`config.mk`:
```
export PLATFORM = sky130hd
export DESIGN_NAME = timer_wdog_unit
export DESIGN_NICKNAME = d
export VERILOG_FILES = /design/src/rtl/tmr_pkg.sv /design/src/rtl/timer_chan.sv /design/src/rtl/tmr_rst_stretch.sv /design/src/rtl/timer_wdog_unit.sv
export SDC_FILE = /design/constraint.sdc
export NUM_CORES = 1
export LEC_CHECK = 0
export BUFFER_PORTS_ARGS = -buffer_cell sky130_fd_sc_hd__buf_2
export CAP_MARGIN = 20
export CELL_PAD_IN_SITES_DETAIL_PLACEMENT = 1
export CELL_PAD_IN_SITES_GLOBAL_PLACEMENT = 1
export CORE_ASPECT_RATIO = 1.2
export CORE_UTILIZATION = 40
export DETAILED_ROUTE_END_ITERATION = 10
export GPL_TIMING_DRIVEN = 0
export PLACE_DENSITY = 0.75
export RECOVER_POWER = 100
export SLEW_MARGIN = 20
export SYNTH_ARGS = -nofsm -noshare
export SYNTH_HDL_FRONTEND = slang
export SYNTH_SLANG_ARGS = --single-unit
```
`constraint.sdc`:
```
create_clock -name clk -period 6.2 [get_ports clk]
set_clock_uncertainty 0.1 [all_clocks]
set_input_delay 0.62 -clock clk [delete_from_list [all_inputs] [get_ports clk]]
set_output_delay 0.62 -clock clk [all_outputs]
set_load 0.05 [all_outputs]
```
`src/rtl/tmr_pkg.sv`:
```
package tmr_pkg;
    localparam int N_CH     = 3;
    localparam int ADDR_W   = 8;
    localparam int BUS_W    = 32;
    localparam int N_CAUSE  = 2;
    localparam int TICK_CH  = 0;
    localparam int WD_CH    = 2;
    localparam int CAUSE_TICK = 0;
    localparam int CAUSE_WD   = 1;

    localparam logic [ADDR_W-1:0] A_CTRL   = 8'h00;
    localparam logic [ADDR_W-1:0] A_CNT0   = 8'h10;
    localparam logic [ADDR_W-1:0] A_RLD0   = 8'h14;
    localparam int                A_STRIDE = 8;
    localparam logic [ADDR_W-1:0] A_CAUSE  = 8'h40;
    localparam logic [ADDR_W-1:0] A_MASK   = 8'h44;
    localparam logic [ADDR_W-1:0] A_RMASK  = 8'h48;

    typedef struct packed {
        logic repeat_en;
        logic run;
    } ch_ctrl_t;

    function automatic logic [ADDR_W-1:0] cnt_addr(input int ch);
        return A_CNT0 + ADDR_W'(ch * A_STRIDE);
    endfunction

    function automatic logic [ADDR_W-1:0] rld_addr(input int ch);
        return A_RLD0 + ADDR_W'(ch * A_STRIDE);
    endfunction
endpackage

```
`src/rtl/timer_chan.sv`:
```
module timer_chan #(
    parameter int W = 32
) (
    input  logic         clk,
    input  logic         rst,
    input  logic         run,
    input  logic         repeat_en,
    input  logic         cnt_we,
    input  logic         rld_we,
    input  logic [W-1:0] wdata,
    output logic [W-1:0] count,
    output logic [W-1:0] reload,
    output logic         expire
);
    always_ff @(posedge clk) begin
        if (rst) begin
            count <= '0;
        end else if (cnt_we) begin
            count <= wdata;
        end else if (run) begin
            if (count == '0) begin
                if (repeat_en) count <= reload;
            end else begin
                count <= count - W'(1);
            end
        end
    end

    always_ff @(posedge clk) begin
        if (rst)         reload <= '0;
        else if (rld_we) reload <= wdata;
    end

    assign expire = run && !cnt_we && (count == W'(1));


    cnt_write_chk: assert property (@(posedge clk) disable iff (rst)
        cnt_we |=> count == $past(wdata));

    cnt_dec_chk: assert property (@(posedge clk) disable iff (rst)
        (run && !cnt_we && count != '0) |=> count == $past(count) - W'(1));

    cnt_reload_chk: assert property (@(posedge clk) disable iff (rst)
        (run && repeat_en && !cnt_we && count == '0) |=> count == $past(reload));

    cnt_idle_chk: assert property (@(posedge clk) disable iff (rst)
        (!run && !cnt_we) |=> $stable(count));
endmodule

```
`src/rtl/tmr_rst_stretch.sv`:
```
module tmr_rst_stretch #(
    parameter int HOLD = 16
) (
    input  logic clk,
    input  logic rst,
    input  logic trig,
    output logic pulse_o
);
    localparam int CW = $clog2(HOLD + 1);
    logic [CW-1:0] left_q;

    always_ff @(posedge clk) begin
        if (rst)                left_q <= '0;
        else if (trig)          left_q <= CW'(HOLD);
        else if (left_q != '0)  left_q <= left_q - CW'(1);
    end

    assign pulse_o = (left_q != '0);


    rst_hold_chk: assert property (@(posedge clk) disable iff (rst)
        trig |=> pulse_o);
endmodule

```
`src/rtl/timer_wdog_unit.sv`:
```
module timer_wdog_unit
    import tmr_pkg::*;
#(
    parameter int CNT_W    = 32,
    parameter int RST_HOLD = 16
) (
    input  logic              clk,
    input  logic              rst,
    input  logic              bus_wr,
    input  logic [ADDR_W-1:0] bus_addr,
    input  logic [BUS_W-1:0]  bus_wdata,
    output logic [BUS_W-1:0]  bus_rdata,
    output logic              irq_tick,
    output logic              irq_wdog,
    output logic              wdog_rst
);
    localparam int CTRL_W = 2 * N_CH;

    ch_ctrl_t [N_CH-1:0]  ctrl_q;
    logic [N_CAUSE-1:0]   cause_q, mask_q, cause_set;
    logic                 rmask_q;
    logic [CNT_W-1:0]     cnt   [N_CH];
    logic [CNT_W-1:0]     rld   [N_CH];
    logic [N_CH-1:0]      cnt_we, rld_we, expire;
    logic                 wr_ctrl, wr_cause, wr_mask, wr_rmask;

    assign wr_ctrl  = bus_wr && (bus_addr == A_CTRL);
    assign wr_cause = bus_wr && (bus_addr == A_CAUSE);
    assign wr_mask  = bus_wr && (bus_addr == A_MASK);
    assign wr_rmask = bus_wr && (bus_addr == A_RMASK);

    for (genvar g = 0; g < N_CH; g++) begin : g_ch
        assign cnt_we[g] = bus_wr && (bus_addr == cnt_addr(g));
        assign rld_we[g] = bus_wr && (bus_addr == rld_addr(g));
        timer_chan #(.W(CNT_W)) u_chan (
            .clk      (clk),
            .rst      (rst),
            .run      (ctrl_q[g].run),
            .repeat_en(ctrl_q[g].repeat_en),
            .cnt_we   (cnt_we[g]),
            .rld_we   (rld_we[g]),
            .wdata    (bus_wdata[CNT_W-1:0]),
            .count    (cnt[g]),
            .reload   (rld[g]),
            .expire   (expire[g])
        );
    end

    always_comb begin
        cause_set = '0;
        cause_set[CAUSE_TICK] = expire[TICK_CH];
        cause_set[CAUSE_WD]   = expire[WD_CH];
    end

    always_ff @(posedge clk) begin
        if (rst) begin
            ctrl_q  <= '0;
            cause_q <= '0;
            mask_q  <= '0;
            rmask_q <= 1'b0;
        end else begin
            if (wr_ctrl)  ctrl_q  <= bus_wdata[CTRL_W-1:0];
            if (wr_mask)  mask_q  <= bus_wdata[N_CAUSE-1:0];
            if (wr_rmask) rmask_q <= bus_wdata[0];
            cause_q <= (wr_cause ? (cause_q & bus_wdata[N_CAUSE-1:0]) : cause_q)
                       | cause_set;
        end
    end

    assign irq_tick = cause_q[CAUSE_TICK] & mask_q[CAUSE_TICK];
    assign irq_wdog = cause_q[CAUSE_WD]   & mask_q[CAUSE_WD];

    tmr_rst_stretch #(.HOLD(RST_HOLD)) u_rst (
        .clk    (clk),
        .rst    (rst),
        .trig   (expire[WD_CH] && rmask_q),
        .pulse_o(wdog_rst)
    );

    always_comb begin
        bus_rdata = '0;
        case (bus_addr)
            A_CTRL:  bus_rdata = BUS_W'(ctrl_q);
            A_CAUSE: bus_rdata = BUS_W'(cause_q);
            A_MASK:  bus_rdata = BUS_W'(mask_q);
            A_RMASK: bus_rdata = BUS_W'(rmask_q);
            default: begin
                for (int c = 0; c < N_CH; c++) begin
                    if (bus_addr == cnt_addr(c)) bus_rdata = BUS_W'(cnt[c]);
                    if (bus_addr == rld_addr(c)) bus_rdata = BUS_W'(rld[c]);
                end
            end
        endcase
    end


    cause_hold_chk: assert property (@(posedge clk) disable iff (rst)
        (!wr_cause && cause_set == '0) |=> $stable(cause_q));

    rst_gate_chk: assert property (@(posedge clk) disable iff (rst)
        $rose(wdog_rst) |-> $past(rmask_q));
endmodule

```
==> results of run 1 <==
[tightest hold or removal path, cell delays in order]
cell and delay [ns]:
sky130_fd_sc_hd__buf_2 0.18, sky130_fd_sc_hd__nand2_1 0.08, sky130_fd_sc_hd__a21oi_1 0.05
[cell families (layout without fill, tap and decap cells)]
logic type,count (synthesis),after routing,share of synthesized area (%)
compound gates,532,532,26.7
xor+xnor,47,47,3.25
fa+ha+maj,8,8,0.791
buf+inv,164,283,5.07
flops,208,208,32.9
mux,38,38,3.21
other cells,0,2,0
simple gates,748,748,28.0
[sequential cells by signal, indices dropped and copies added (netlist names)]
register            cells
g_ch.u_chan.count      96
cause_q                 2
rmask_q                 1
g_ch.u_chan.reload     96
ctrl_q                  6
mask_q                  2
u_rst.left_q            5
[final timing paths]
check,from,endpoint,slack [ns],depth (start not counted)
worst max register to register,g_ch[2].u_chan.count[5],g_ch[2].u_chan.count[17],1.33,8
worst min register to register,g_ch[0].u_chan.reload[8],g_ch[0].u_chan.reload[8],0.37,2
worst min-delay path,bus_wdata[16],g_ch[0].u_chan.reload[16],0.33,3
worst max-delay path,bus_addr[2],bus_rdata[20],1.22,9
[cell usage after synthesis, types with 4 or more instances]
| library cell | number |
|---|---|
| sky130_fd_sc_hd__nand2_1 | 319 |
| sky130_fd_sc_hd__dfxtp_1 | 208 |
| sky130_fd_sc_hd__a21oi_1 | 200 |
| sky130_fd_sc_hd__clkbuf_1 | 127 |
| sky130_fd_sc_hd__nor2_1 | 126 |
| sky130_fd_sc_hd__o21ai_0 | 84 |
| sky130_fd_sc_hd__nand3_1 | 66 |
| sky130_fd_sc_hd__a22oi_1 | 54 |
| sky130_fd_sc_hd__nor3_1 | 48 |
| sky130_fd_sc_hd__and3_1 | 45 |
| sky130_fd_sc_hd__nor4_1 | 38 |
| sky130_fd_sc_hd__a31oi_1 | 32 |
| sky130_fd_sc_hd__xnor2_1 | 28 |
| sky130_fd_sc_hd__or3_1 | 24 |
| sky130_fd_sc_hd__a221oi_1 | 23 |
| sky130_fd_sc_hd__inv_1 | 23 |
| sky130_fd_sc_hd__mux2_2 | 20 |
| sky130_fd_sc_hd__o22ai_1 | 19 |
| sky130_fd_sc_hd__xor2_1 | 19 |
| sky130_fd_sc_hd__mux2i_1 | 17 |
| sky130_fd_sc_hd__nand4_1 | 15 |
| sky130_fd_sc_hd__or4_1 | 14 |
| sky130_fd_sc_hd__a211oi_1 | 13 |
| sky130_fd_sc_hd__a221o_1 | 13 |
| sky130_fd_sc_hd__o31ai_1 | 13 |
| sky130_fd_sc_hd__o211ai_1 | 9 |
| sky130_fd_sc_hd__ha_1 | 8 |
| sky130_fd_sc_hd__o32ai_1 | 8 |
| sky130_fd_sc_hd__or2_2 | 8 |
| sky130_fd_sc_hd__and4_1 | 7 |
| sky130_fd_sc_hd__a32oi_1 | 6 |
| sky130_fd_sc_hd__buf_2 | 6 |
| sky130_fd_sc_hd__o21a_1 | 6 |
| sky130_fd_sc_hd__a21oi_2 | 5 |
| sky130_fd_sc_hd__a22o_1 | 5 |
| sky130_fd_sc_hd__and2_1 | 5 |
| sky130_fd_sc_hd__buf_1 | 5 |
| sky130_fd_sc_hd__nor3b_1 | 5 |
| sky130_fd_sc_hd__a211o_1 | 4 |
| sky130_fd_sc_hd__a31o_2 | 4 |
| sky130_fd_sc_hd__nor4b_1 | 4 |
[per-stage QoR]
stage	cells	utilization, %
floorplan	1745	-
global placement	2216	43.9
detailed placement	2217	43.9
CTS	2260	46.6
global route	2260	46.2
finish	2262	46.2
[layer usage]
| layer | GRT usage [%] | wire length [um] | vias up |
|---|---|---|---|
| met5 | 0 | 13 | - |
| li1 | - | - | 6603 |
| met3 | 8.44 | 6200 | 258 |
| met4 | 31.0 | 5750 | 2 |
| met2 | 67.0 | 30600 | 785 |
| met1 | 49.5 | 25400 | 7484 |
[area by class of cell]
type	count	share of cell area, %
Sequential cell	208	29.2
Buffer	141	3.76
Clock buffer	33	4.82
Multi-Input combinational cell	1373	54.7
Antenna cell	2	0.0351
Timing Repair Buffer	76	2.33
Tap cell	396	3.48
Clock inverter	10	1.05
Inverter	23	0.606
[power by group]
part	switching [uW]	leakage, uW	internal (uW)	total [uW]
clock	646	0.000416	937	1580
combinational	234	0.00312	84.1	319
sequential	15.0	0.00168	1350	1370
==> key figures, run 1 <==
Logic synthesis
  – Syn avg cell area: between 7 and 8 um2
  – Register bit total from synthesis: 208
  – Part of the Yosys area used for sequential elements: 32.9%
  – Mapped Cells: 1745
  – Netlist cell types: 78
  – Post-synthesis instance area: roughly 13000 um2
  – Top cell type by total area after synthesis: sky130_fd_sc_hd__dfxtp_1
  – Synth area leaders: sky130_fd_sc_hd__dfxtp_1, sky130_fd_sc_hd__nand2_1, sky130_fd_sc_hd__a21oi_1
  – EDFF count, synth: 0
  – Primary flip-flop cell chosen by synthesis mapping: sky130_fd_sc_hd__dfxtp_1
  – Syn Nets: 1796
  – Warnings, synthesis: 0
  – Portion of synthesized cell area occupied by the leading cell type: approximately 33%
  – Fraction of registers with async set or reset after synthesis: 0%

Setup path
  – CP most frequent cell: sky130_fd_sc_hd__clkbuf_1
  – Buffers plus inverters on the worst setup path: 5
  – CP top delay family: buffers and inverters
  – Critical setup path kind: in -> out
  – Data required time of the critical path: approximately 5.5 ns
  – CP max-delay cell: sky130_fd_sc_hd__clkbuf_1
  – Crit path cell chain: clkbuf_1 -> clkbuf_1 -> clkbuf_1 -> clkbuf_1 -> mux2i_1 -> o21ai_0 -> a21oi_1 -> a21oi_1 -> clkbuf_1
  – Delay of the slowest cell on the worst path: approximately 0.86 ns
  – Capturing element type of the critical path: primary output
  – Data arrival at the endpoint of the critical path: ~4.3 ns
  – Biggest fanout along the worst timing path: 10
  – CP Launch Type: input port

Global route
  – First-pass GRT wire length: roughly 99 mm
  – Aggregate global-route resource usage: 42.0%
  – Maximum number of pins on one net before global-route repair: 13
  – GR Overflow Total: 0
  – Via count of the first global-routing pass: roughly 15000
  – Number of antenna violations at the first check in global routing: 2

Die
  – Row count: 70
  – Overall die area: between 30000 and 40000 um2
  – CORE AREA: roughly 31000 um2
  – Die H: 197 um
  – Number of top-level pins: between 70 and 80
  – Die Wd: between 150 and 200 um
  – Starting utilization of the core area: between 40% and 50%

Layout
  – Fill cells: 3989
  – Total Nets Final: roughly 1900
  – Finished Cell Area: between 10000 and 15000 um2
  – Fraction of final layout cells with drive strength greater than 1: between 6 and 7%
  – Leading cell type in the layout, fill and taps excluded: sky130_fd_sc_hd__nand2_1
  – Storage element area: approximately 4200 um2
  – Area of the multi-input gates: ~7800 um2
  – Most frequent cells in the layout: sky130_fd_sc_hd__nand2_1, sky130_fd_sc_hd__dfxtp_1, sky130_fd_sc_hd__a21oi_1
  – Synthesis-to-layout area growth: 12.6%

STA
  – Max Slew Vio Count: 9
  – Period minus WS final: 4.98 ns
  – Setup repair after global routing missed its margin: no
  – Crit share post-route: between 80% and 90%
  – Final Hold Fails: 0
  – Transition time at the pin with the least slew margin: roughly 1.6 ns
  – Final Worst Setup Slack: approximately 1.2 ns
  – Setup Viol. Count Final: 0
  – Headroom to the max-slew limit: -5.10%
  – Highest attainable clock frequency: between 200 and 250 MHz
  – Hold_ws: around 0.33 ns
  – Final setup TNS: 0 ns

Placed design
  – Setup Slack @ Placement: about 1.6 ns
  – Total of buffers placed on input and output ports: between 70 and 80
  – Routability congestion estimate: roughly 1.0
  – Cell Area, Placed: about 14000 um2
  – HPWL Detailed: ~51 mm

Clock tree
  – H-tree depth reported by CTS: 1
  – Worst-path clk slew: approximately 0.060 ns
  – Clock root buffer: sky130_fd_sc_hd__clkbuf_16
  – CTS tree: built
  – Total setup buffers inserted after CTS: 0
  – Post-CTS resize count: 0
  – Worst-case clock buffer depth: 3
  – Clock sinks: ~210
  – Worst skew pair latency: approximately 0.55 ns
  – Number of hold buffers added after cts: 0
  – CTS Buf Count: 25

Pwr
  – Leakage: between 0.005 and 0.006 uW
  – Total design power: around 3300 uW
  – VDD IR max: roughly 230 uV
  – Power density of the placed cells: 230 nW/um2

Detailed routing
  – Number of violations reported at the end of detailed-routing iteration 0: 1600
  – Detailed-route vias per instance: ~6.7
  – Post-DRT Antenna Nets: 0
  – Length of the first detailed-routing pass in iterations: 5
  – Total vias in the final route: roughly 15000
  – Post-detailed-route wirelength per cell: 30.1 um
  – Total length of routed wires: between 60 and 70 mm
  – # DRC: 0

Outcome
  – Result of the run: complete, but fails checks
  – Failing checks: max-capacitance violations, max-slew violations

Run
  – Max capacitance violation total: 1

Hold path
  – Kind of path behind the tightest hold check: in -> reg
Power figures use the tool's default switching activity.
==> run 2: changes to the inputs <==
--- a/config.mk
+++ b/config.mk
@@ -13,7 +13,7 @@
 export CORE_UTILIZATION = 40
 export DETAILED_ROUTE_END_ITERATION = 10
 export GPL_TIMING_DRIVEN = 0
-export PLACE_DENSITY = 0.75
+export PLACE_DENSITY = 0.77
 export RECOVER_POWER = 100
 export SLEW_MARGIN = 20
 export SYNTH_ARGS = -nofsm -noshare
==> constraint.sdc (replaced) <==
create_clock -name clk -period 4.4 [get_ports clk]
set_clock_uncertainty 0.1 [all_clocks]
set_input_delay 0.44 -clock clk [delete_from_list [all_inputs] [get_ports clk]]
set_output_delay 0.44 -clock clk [all_outputs]
set_load 0.05 [all_outputs]
==> key figures, run 2 (same netlist as run 1, synthesis figures left out) <==
Pwr
  – Power density of the placed cells: 317 nW/um2 (+38%)
  – Switching share of power: 28.0% (+0.63 points)
  – Share of total power in combinational logic: 10.0% (+0.3 points)
  – Leakage: 0.00529 uW (+1.4%)
  – Switching Power: 1270 uW (+41%)
  – Internal Dissipation: 3250 uW (+37%)
  – Power share of the clock group: 47.3% (-1.1 points)
  – Total design power: 4520 uW (+38%)
  – VDD IR max: 310 uV (+36%)
  – Sequential fraction of design power: 42.7% (+0.8 points)

Clock tree
  – Worst-path clk slew: 0.06 ns (about the same)
  – CTS Buf Count: 25 (unchanged)
  – Worst skew pair latency: 0.56 ns (about the same)
  – H-tree depth reported by CTS: 1 (unchanged)
  – Number of hold buffers added after cts: 0 (unchanged)
  – CTS tree: built
  – Post-CTS resize count: 0 (unchanged)
  – Clock root buffer: sky130_fd_sc_hd__clkbuf_16
  – Worst-case clock buffer depth: 3 (unchanged)
  – Clock sinks: 208 (unchanged)
  – Total setup buffers inserted after CTS: 0 (unchanged)

Layout
  – Count of placed standard cells in the final layout, fillers left out: 2261 (-0.044%)
  – Storage element area: 4160 um2 (unchanged)
  – Total Nets Final: 1899 (unchanged)
  – Most frequent cells in the layout: sky130_fd_sc_hd__nand2_1, sky130_fd_sc_hd__dfxtp_1, sky130_fd_sc_hd__a21oi_1
  – Synthesis-to-layout area growth: 12.8%
  – Largest regs: g_ch.u_chan.count: 96 flops, g_ch.u_chan.reload: 96 flops, ctrl_q: 6 flops
  – Leading cell type in the layout, fill and taps excluded: sky130_fd_sc_hd__nand2_1
  – Fill cells: 4042 (+1.3%)
  – Ant diodes: 0 (-2)
  – Area of the multi-input gates: 7830 um2 (+0.53%)
  – Fraction of final layout cells with drive strength greater than 1: 7.94% (+1.7 points)

Die
  – Starting utilization of the core area: 41.0% (unchanged)
  – Overall die area: 32300 um2 (unchanged)
  – CORE AREA: 30800 um2 (unchanged)
  – Die Wd: 164 um (unchanged)
  – Die H: 197 um (unchanged)
  – Row count: 70 (unchanged)
  – Number of top-level pins: 78 (unchanged)

Setup path
  – Critical Path Sink: bus_rdata[2]
  – Source of the critical timing path: bus_addr[2]
  – Critical setup path kind: in -> out
  – Reg-to-Reg End: g_ch[1].u_chan.count[22]
  – Number of cells on the worst reg-to-reg path: 6 (-2)
  – Data required time of the critical path: 3.86 ns (-1.62 ns)
  – Biggest fanout along the worst timing path: 10 (unchanged)
  – CP Launch Type: input port
  – Capturing element type of the critical path: primary output
  – Data arrival at the endpoint of the critical path: 3.86 ns (-0.40 ns)
  – Beginning of the worst register-to-register path: g_ch[1].u_chan.count[2]
  – Register-to-register path setup slack: 0.30 ns (-1.03 ns)

STA
  – Setup repair after global routing missed its margin: no
  – Transition time at the pin with the least slew margin: 1.46 ns (-0.0999 ns)
  – Final Worst Setup Slack: -0.00427 ns (-1.23 ns)
  – Crit share post-route: 100%
  – Period minus WS final: 4.40 ns
  – Final Hold Fails: 0 (unchanged)
  – Headroom to the max-slew limit: 1.63% (+6.7 points)
  – Max Slew Vio Count: 0 (-9)
  – Setup Viol. Count Final: 1 (+1)
  – Highest attainable clock frequency: around 230 MHz

Placed design
  – Setup Slack @ Placement: 0.149 ns (-1.49 ns)
  – Post-Place Cells: 2217 (unchanged)
  – Routability congestion estimate: 1.01 (+1.6%)
  – HPWL Detailed: 50.8 mm (-1.1%)
  – Total of buffers placed on input and output ports: 75 (unchanged)

Global route
  – Number of antenna violations at the first check in global routing: 1 (-1)
  – Maximum number of pins on one net before global-route repair: 13 (unchanged)
  – Via count of the first global-routing pass: 15000 (+0.55%)
  – First-pass GRT wire length: 98.1 mm (-0.62%)
  – Aggregate global-route resource usage: 41.6% (-0.37 points)
  – GR Overflow Total: 0 (unchanged)

Detailed routing
  – Post-detailed-route wirelength per cell: 29.9 um (-0.63%)
  – Detailed-route vias per instance: 6.67 (-0.27%)
  – Post-DRT Antenna Nets: 0 (unchanged)
  – Total vias in the final route: 15100 (-0.32%)
  – Total length of routed wires: 67.6 mm (-0.68%)
  – Length of the first detailed-routing pass in iterations: 5 (unchanged)
  – Number of violations reported at the end of detailed-routing iteration 0: 1834 (+15%)
  – # DRC: 0 (unchanged)

Hold path
  – Worst Hold Depth: 3 (unchanged)
  – Kind of path behind the tightest hold check: in -> reg
  – Min-Delay Startpoint: bus_wdata[31]

Run
  – Max capacitance violation total: 1 (unchanged)

Outcome
  – Failing checks: max-capacitance violations, negative setup slack
  – Result of the run: complete, but fails checks
-- run 2: cell count changes in the layout (fill, tap and decap cells not counted), moves of 2 or more --
cell / delta
sky130_fd_sc_hd__clkbuf_2: +22
sky130_fd_sc_hd__clkbuf_1: -23
sky130_fd_sc_hd__a21oi_2: +3
sky130_fd_sc_hd__bufinv_16: -2
sky130_fd_sc_hd__diode_2: -2
sky130_fd_sc_hd__a21oi_1: -3
-- run 2: through the flow --
step | utilization [%] | area [um2] | TNS [ns] | hold WS, ns
4_1_cts | 46.5 | 14300 | 0 | 0.140
6_report | 46.3 | 14300 | -0.00427 | 0.149
3_3_place_gp | 43.9 | 13500 | -0.00555 | 0.355
2_1_floorplan | - | 12600 | 0 | 0.341
3_5_place_dp | 43.9 | 13500 | 0 | 0.364
5_1_grt | 46.3 | 14300 | 0 | 0.151
-- run 2: layer usage --
metal	wire length (um)	part of all wire (%)	vias up	global-route usage, %
li1	-	-	6613	-
met5	15	0.022	-	0
met1	25800	38	7387	50.8
met4	6150	9.1	2	33.4
met3	5970	8.8	261	6.33
met2	29600	44	821	64.6
-- run 2: worst min path at each step --
| stage | to | slack [ns] |
|---|---|---|
| 4_1_cts | g_ch[0].u_chan.count[31] | 0.14 |
| 3_5_place_dp | g_ch[0].u_chan.reload[13] | 0.36 |
| 5_1_grt | g_ch[2].u_chan.reload[17] | 0.15 |
| 6_report | g_ch[0].u_chan.count[31] | 0.15 |
| 2_1_floorplan | g_ch[0].u_chan.reload[7] | 0.34 |
| 3_3_place_gp | g_ch[0].u_chan.count[28] | 0.36 |
-- run 2: cell type report --
cell class                 instances  share of cell area (%)
sequential                       208                    29.2
timing repair buffer              76                    2.54
inverter                          23                   0.605
multi-input combinational       1373                    54.8
clock buffer                      35                    4.93
tap                              396                    3.47
clock inverter                     9                   0.684
buffer                           141                    3.76
-- run 2: power groups by stage --
stage	combinational, uW	clock, uW	sequential, uW
final	452	2140	1930
after global routing	478	2210	1930
after CTS	446	2140	1930
after detailed placement	444	0	1970
after global placement	432	0	1970
after floorplan	255	0	1970
-- run 2: worst max-delay path, stage by stage --
cell                       delay, ns
sky130_fd_sc_hd__clkbuf_1       0.12
sky130_fd_sc_hd__clkbuf_1       0.46
sky130_fd_sc_hd__clkbuf_1       0.59
sky130_fd_sc_hd__clkbuf_1       0.78
sky130_fd_sc_hd__mux2i_1        0.50
sky130_fd_sc_hd__nor2_1         0.08
sky130_fd_sc_hd__a21oi_1        0.43
sky130_fd_sc_hd__nand3_1        0.17
sky130_fd_sc_hd__clkbuf_2       0.28
==> run 3: changes to the inputs <==
--- a/config.mk
+++ b/config.mk
@@ -9,7 +9,6 @@
 export CAP_MARGIN = 20
 export CELL_PAD_IN_SITES_DETAIL_PLACEMENT = 1
 export CELL_PAD_IN_SITES_GLOBAL_PLACEMENT = 1
-export CORE_ASPECT_RATIO = 1.2
 export CORE_UTILIZATION = 40
 export DETAILED_ROUTE_END_ITERATION = 10
 export GPL_TIMING_DRIVEN = 0
==> key figures, run 3 (same netlist as run 1, synthesis figures left out) <==
Outcome
  – Result of the run: complete, but fails checks
  – Failing checks: design-rule violations, max-capacitance violations

Die
  – Overall die area: 32300 um2 (about the same)
  – Number of top-level pins: 78 (unchanged)
  – Row count: 64 (-8.6%)
  – CORE AREA: 30800 um2 (unchanged)
  – Die Wd: 180 um (+9.4%)
  – Die H: 180 um (-8.6%)
  – Starting utilization of the core area: 41.0% (unchanged)

Layout
  – Most frequent cells in the layout: sky130_fd_sc_hd__nand2_1, sky130_fd_sc_hd__dfxtp_1, sky130_fd_sc_hd__a21oi_1
  – Total Nets Final: 1901 (+0.11%)
  – Fraction of final layout cells with drive strength greater than 1: 7.61% (-0.33 points)
  – Largest regs: g_ch.u_chan.count: 96 flops, g_ch.u_chan.reload: 96 flops, ctrl_q: 6 flops
  – Leading cell type in the layout, fill and taps excluded: sky130_fd_sc_hd__nand2_1
  – Synthesis-to-layout area growth: 13.0%
  – Fill cells: 3970 (-1.8%)
  – Core occupancy in the finished layout: 46.4% (+0.081 points)

Placed design
  – Total of buffers placed on input and output ports: 75 (unchanged)
  – HPWL Detailed: 50.2 mm (-1.2%)
  – Routability congestion estimate: 0.997 (-1.5%)

Clock tree
  – Worst-case clock buffer depth: 3 (unchanged)
  – CTS Buf Count: 26 (+4.0%)
  – Worst-path clk slew: 0.06 ns (about the same)
  – Clock sinks: 208 (unchanged)
  – CTS tree: built
  – Clock root buffer: sky130_fd_sc_hd__clkbuf_16
  – H-tree depth reported by CTS: 1 (unchanged)
  – Worst skew pair latency: 0.56 ns (about the same)

Detailed routing
  – Total length of routed wires: 66.9 mm (-1.0%)
  – Length of the first detailed-routing pass in iterations: 9 (+4)
  – # DRC: 2 (+2)
  – Post-DRT Antenna Nets: 0 (unchanged)
  – Post-detailed-route wirelength per cell: 29.5 um (-1.2%)
  – Detailed-route vias per instance: 6.71 (+0.59%)
  – Number of violations reported at the end of detailed-routing iteration 0: 1721 (-6.2%)
  – Total vias in the final route: 15200 (+0.81%)

Setup path
  – Biggest fanout along the worst timing path: 10 (unchanged)
  – Source of the critical timing path: bus_addr[6]
  – CP Launch Type: input port
  – Number of cells on the worst reg-to-reg path: 9 (+3)
  – Beginning of the worst register-to-register path: g_ch[1].u_chan.count[2]
  – Data arrival at the endpoint of the critical path: 3.80 ns (-0.06 ns)
  – Capturing element type of the critical path: primary output
  – Register-to-register path setup slack: 0.20 ns (-0.10 ns)
  – Reg-to-Reg End: g_ch[1].u_chan.count[12]
  – Critical Path Sink: bus_rdata[21]
  – Data required time of the critical path: 3.86 ns (about the same)
  – Critical setup path kind: in -> out

Global route
  – First-pass GRT wire length: 97.7 mm (-0.44%)
  – Via count of the first global-routing pass: 15000 (-0.087%)
  – Aggregate global-route resource usage: 40.4% (-1.2 points)
  – Number of antenna violations at the first check in global routing: 2 (+1)
  – GR Overflow Total: 0 (unchanged)
  – Maximum number of pins on one net before global-route repair: 14 (+1)

STA
  – Setup repair after global routing missed its margin: no
  – Crit share post-route: 98.7% (-1.4 points)
  – Setup Viol. Count Final: 0 (-1)
  – Final Hold Fails: 0 (unchanged)
  – Headroom to the max-slew limit: 1.05% (-0.58 points)
  – Highest attainable clock frequency: 230 MHz (+1.4%)
  – Max Slew Vio Count: 0 (unchanged)
  – Transition time at the pin with the least slew margin: 1.47 ns (+0.00860 ns)
  – Period minus WS final: 4.34 ns (-0.0606 ns)
  – Final setup TNS: 0 ns (+0.00427 ns)

Pwr
  – VDD IR max: 266 uV (-14%)
  – Leakage: 0.00529 uW (about the same)
  – Power density of the placed cells: 318 nW/um2 (+0.54%)

Run
  – Max capacitance violation total: 1 (unchanged)

Hold path
  – Kind of path behind the tightest hold check: in -> reg
## run 3: changes by cell type in the layout (fill, tap and decap cells not counted)
cell,delta
sky130_fd_sc_hd__clkbuf_1,+7
sky130_fd_sc_hd__clkbuf_2,-4
sky130_fd_sc_hd__diode_2,+3
sky130_fd_sc_hd__clkinv_2,-2
sky130_fd_sc_hd__buf_2,+1
sky130_fd_sc_hd__clkbuf_16,+1
sky130_fd_sc_hd__clkbuf_8,-1
sky130_fd_sc_hd__clkinv_8,+1
sky130_fd_sc_hd__clkinvlp_4,-1
sky130_fd_sc_hd__o21ai_0,+1
sky130_fd_sc_hd__o21ai_2,-1
## run 3: worst max-delay path: stages
cell,delay (ns)
sky130_fd_sc_hd__buf_2,0.15
sky130_fd_sc_hd__nor4b_1,0.53
sky130_fd_sc_hd__clkbuf_1,0.37
sky130_fd_sc_hd__and3_1,0.21
sky130_fd_sc_hd__clkbuf_1,0.40
sky130_fd_sc_hd__clkbuf_1,0.60
sky130_fd_sc_hd__a221oi_1,0.16
sky130_fd_sc_hd__o21ai_0,0.56
sky130_fd_sc_hd__buf_2,0.38
## run 3: area by class of cell
| cell class | count | area [um2] | area share, % |
|---|---|---|---|
| multi-input combinational | 1373 | 7820 | 54.7 |
| sequential | 208 | 4160 | 29.1 |
| clock buffer | 38 | 726 | 5.08 |
| buffer | 141 | 539 | 3.77 |
| tap | 396 | 495 | 3.47 |
| timing repair buffer | 77 | 360 | 2.52 |
| clock inverter | 7 | 96.3 | 0.674 |
| inverter | 23 | 86.3 | 0.604 |
| antenna | 3 | 7.51 | 0.0525 |
## run 3: metrics by stage
| step | worst slack [ns] | cell area, um2 | power, uW | instances | hold WS (ns) |
|---|---|---|---|---|---|
| after floorplan | 0.814 | 12600 | 2220 | 1745 | 0.341 |
| after global routing | 0.0419 | 14300 | 4650 | 2263 | 0.146 |
| after global placement | -0.358 | 13500 | 2400 | 2216 | 0.357 |
| after detailed placement | 0.150 | 13600 | 2410 | 2218 | 0.371 |
| final | 0.0563 | 14300 | 4550 | 2266 | 0.145 |
| after CTS | 0.152 | 14400 | 4540 | 2263 | 0.125 |
## run 3: worst min path at each step
stage                     cells past startpoint                       from  slack [ns]                        end
after global placement                        2  g_ch[0].u_chan.reload[21]        0.36  g_ch[0].u_chan.reload[21]
after detailed placement                      2  g_ch[0].u_chan.reload[17]        0.37  g_ch[0].u_chan.reload[17]
after floorplan                               2   g_ch[0].u_chan.reload[7]        0.34   g_ch[0].u_chan.reload[7]
after CTS                                     3              bus_wdata[29]        0.12  g_ch[2].u_chan.reload[29]
final                                         3              bus_wdata[29]        0.15  g_ch[2].u_chan.reload[29]
after global routing                          3              bus_wdata[31]        0.15  g_ch[2].u_chan.reload[31]
## run 3: metal layers
| metal | part of all wire [%] | GRT usage, % | vias up |
|---|---|---|---|
| met5 | 0.019 | 0 | - |
| met4 | 6.7 | 24.5 | 2 |
| met3 | 10 | 8.04 | 213 |
| met2 | 44 | 63.2 | 857 |
| met1 | 39 | 51.4 | 7523 |
| li1 | - | - | 6611 |
## run 3: timing repair
action,CTS,global route
endpoints found under the setup margin,0,7
buffers inserted,0,0
hold buffers,0,0
gates resized for setup,0,8
## run 3: where the power goes
part	leakage [uW]	internal (uW)	switching, uW
logic	0.00321	119	330
clock network	0.000403	1250	917
registers	0.00168	1910	22.5
total	0.00529	3280	1270
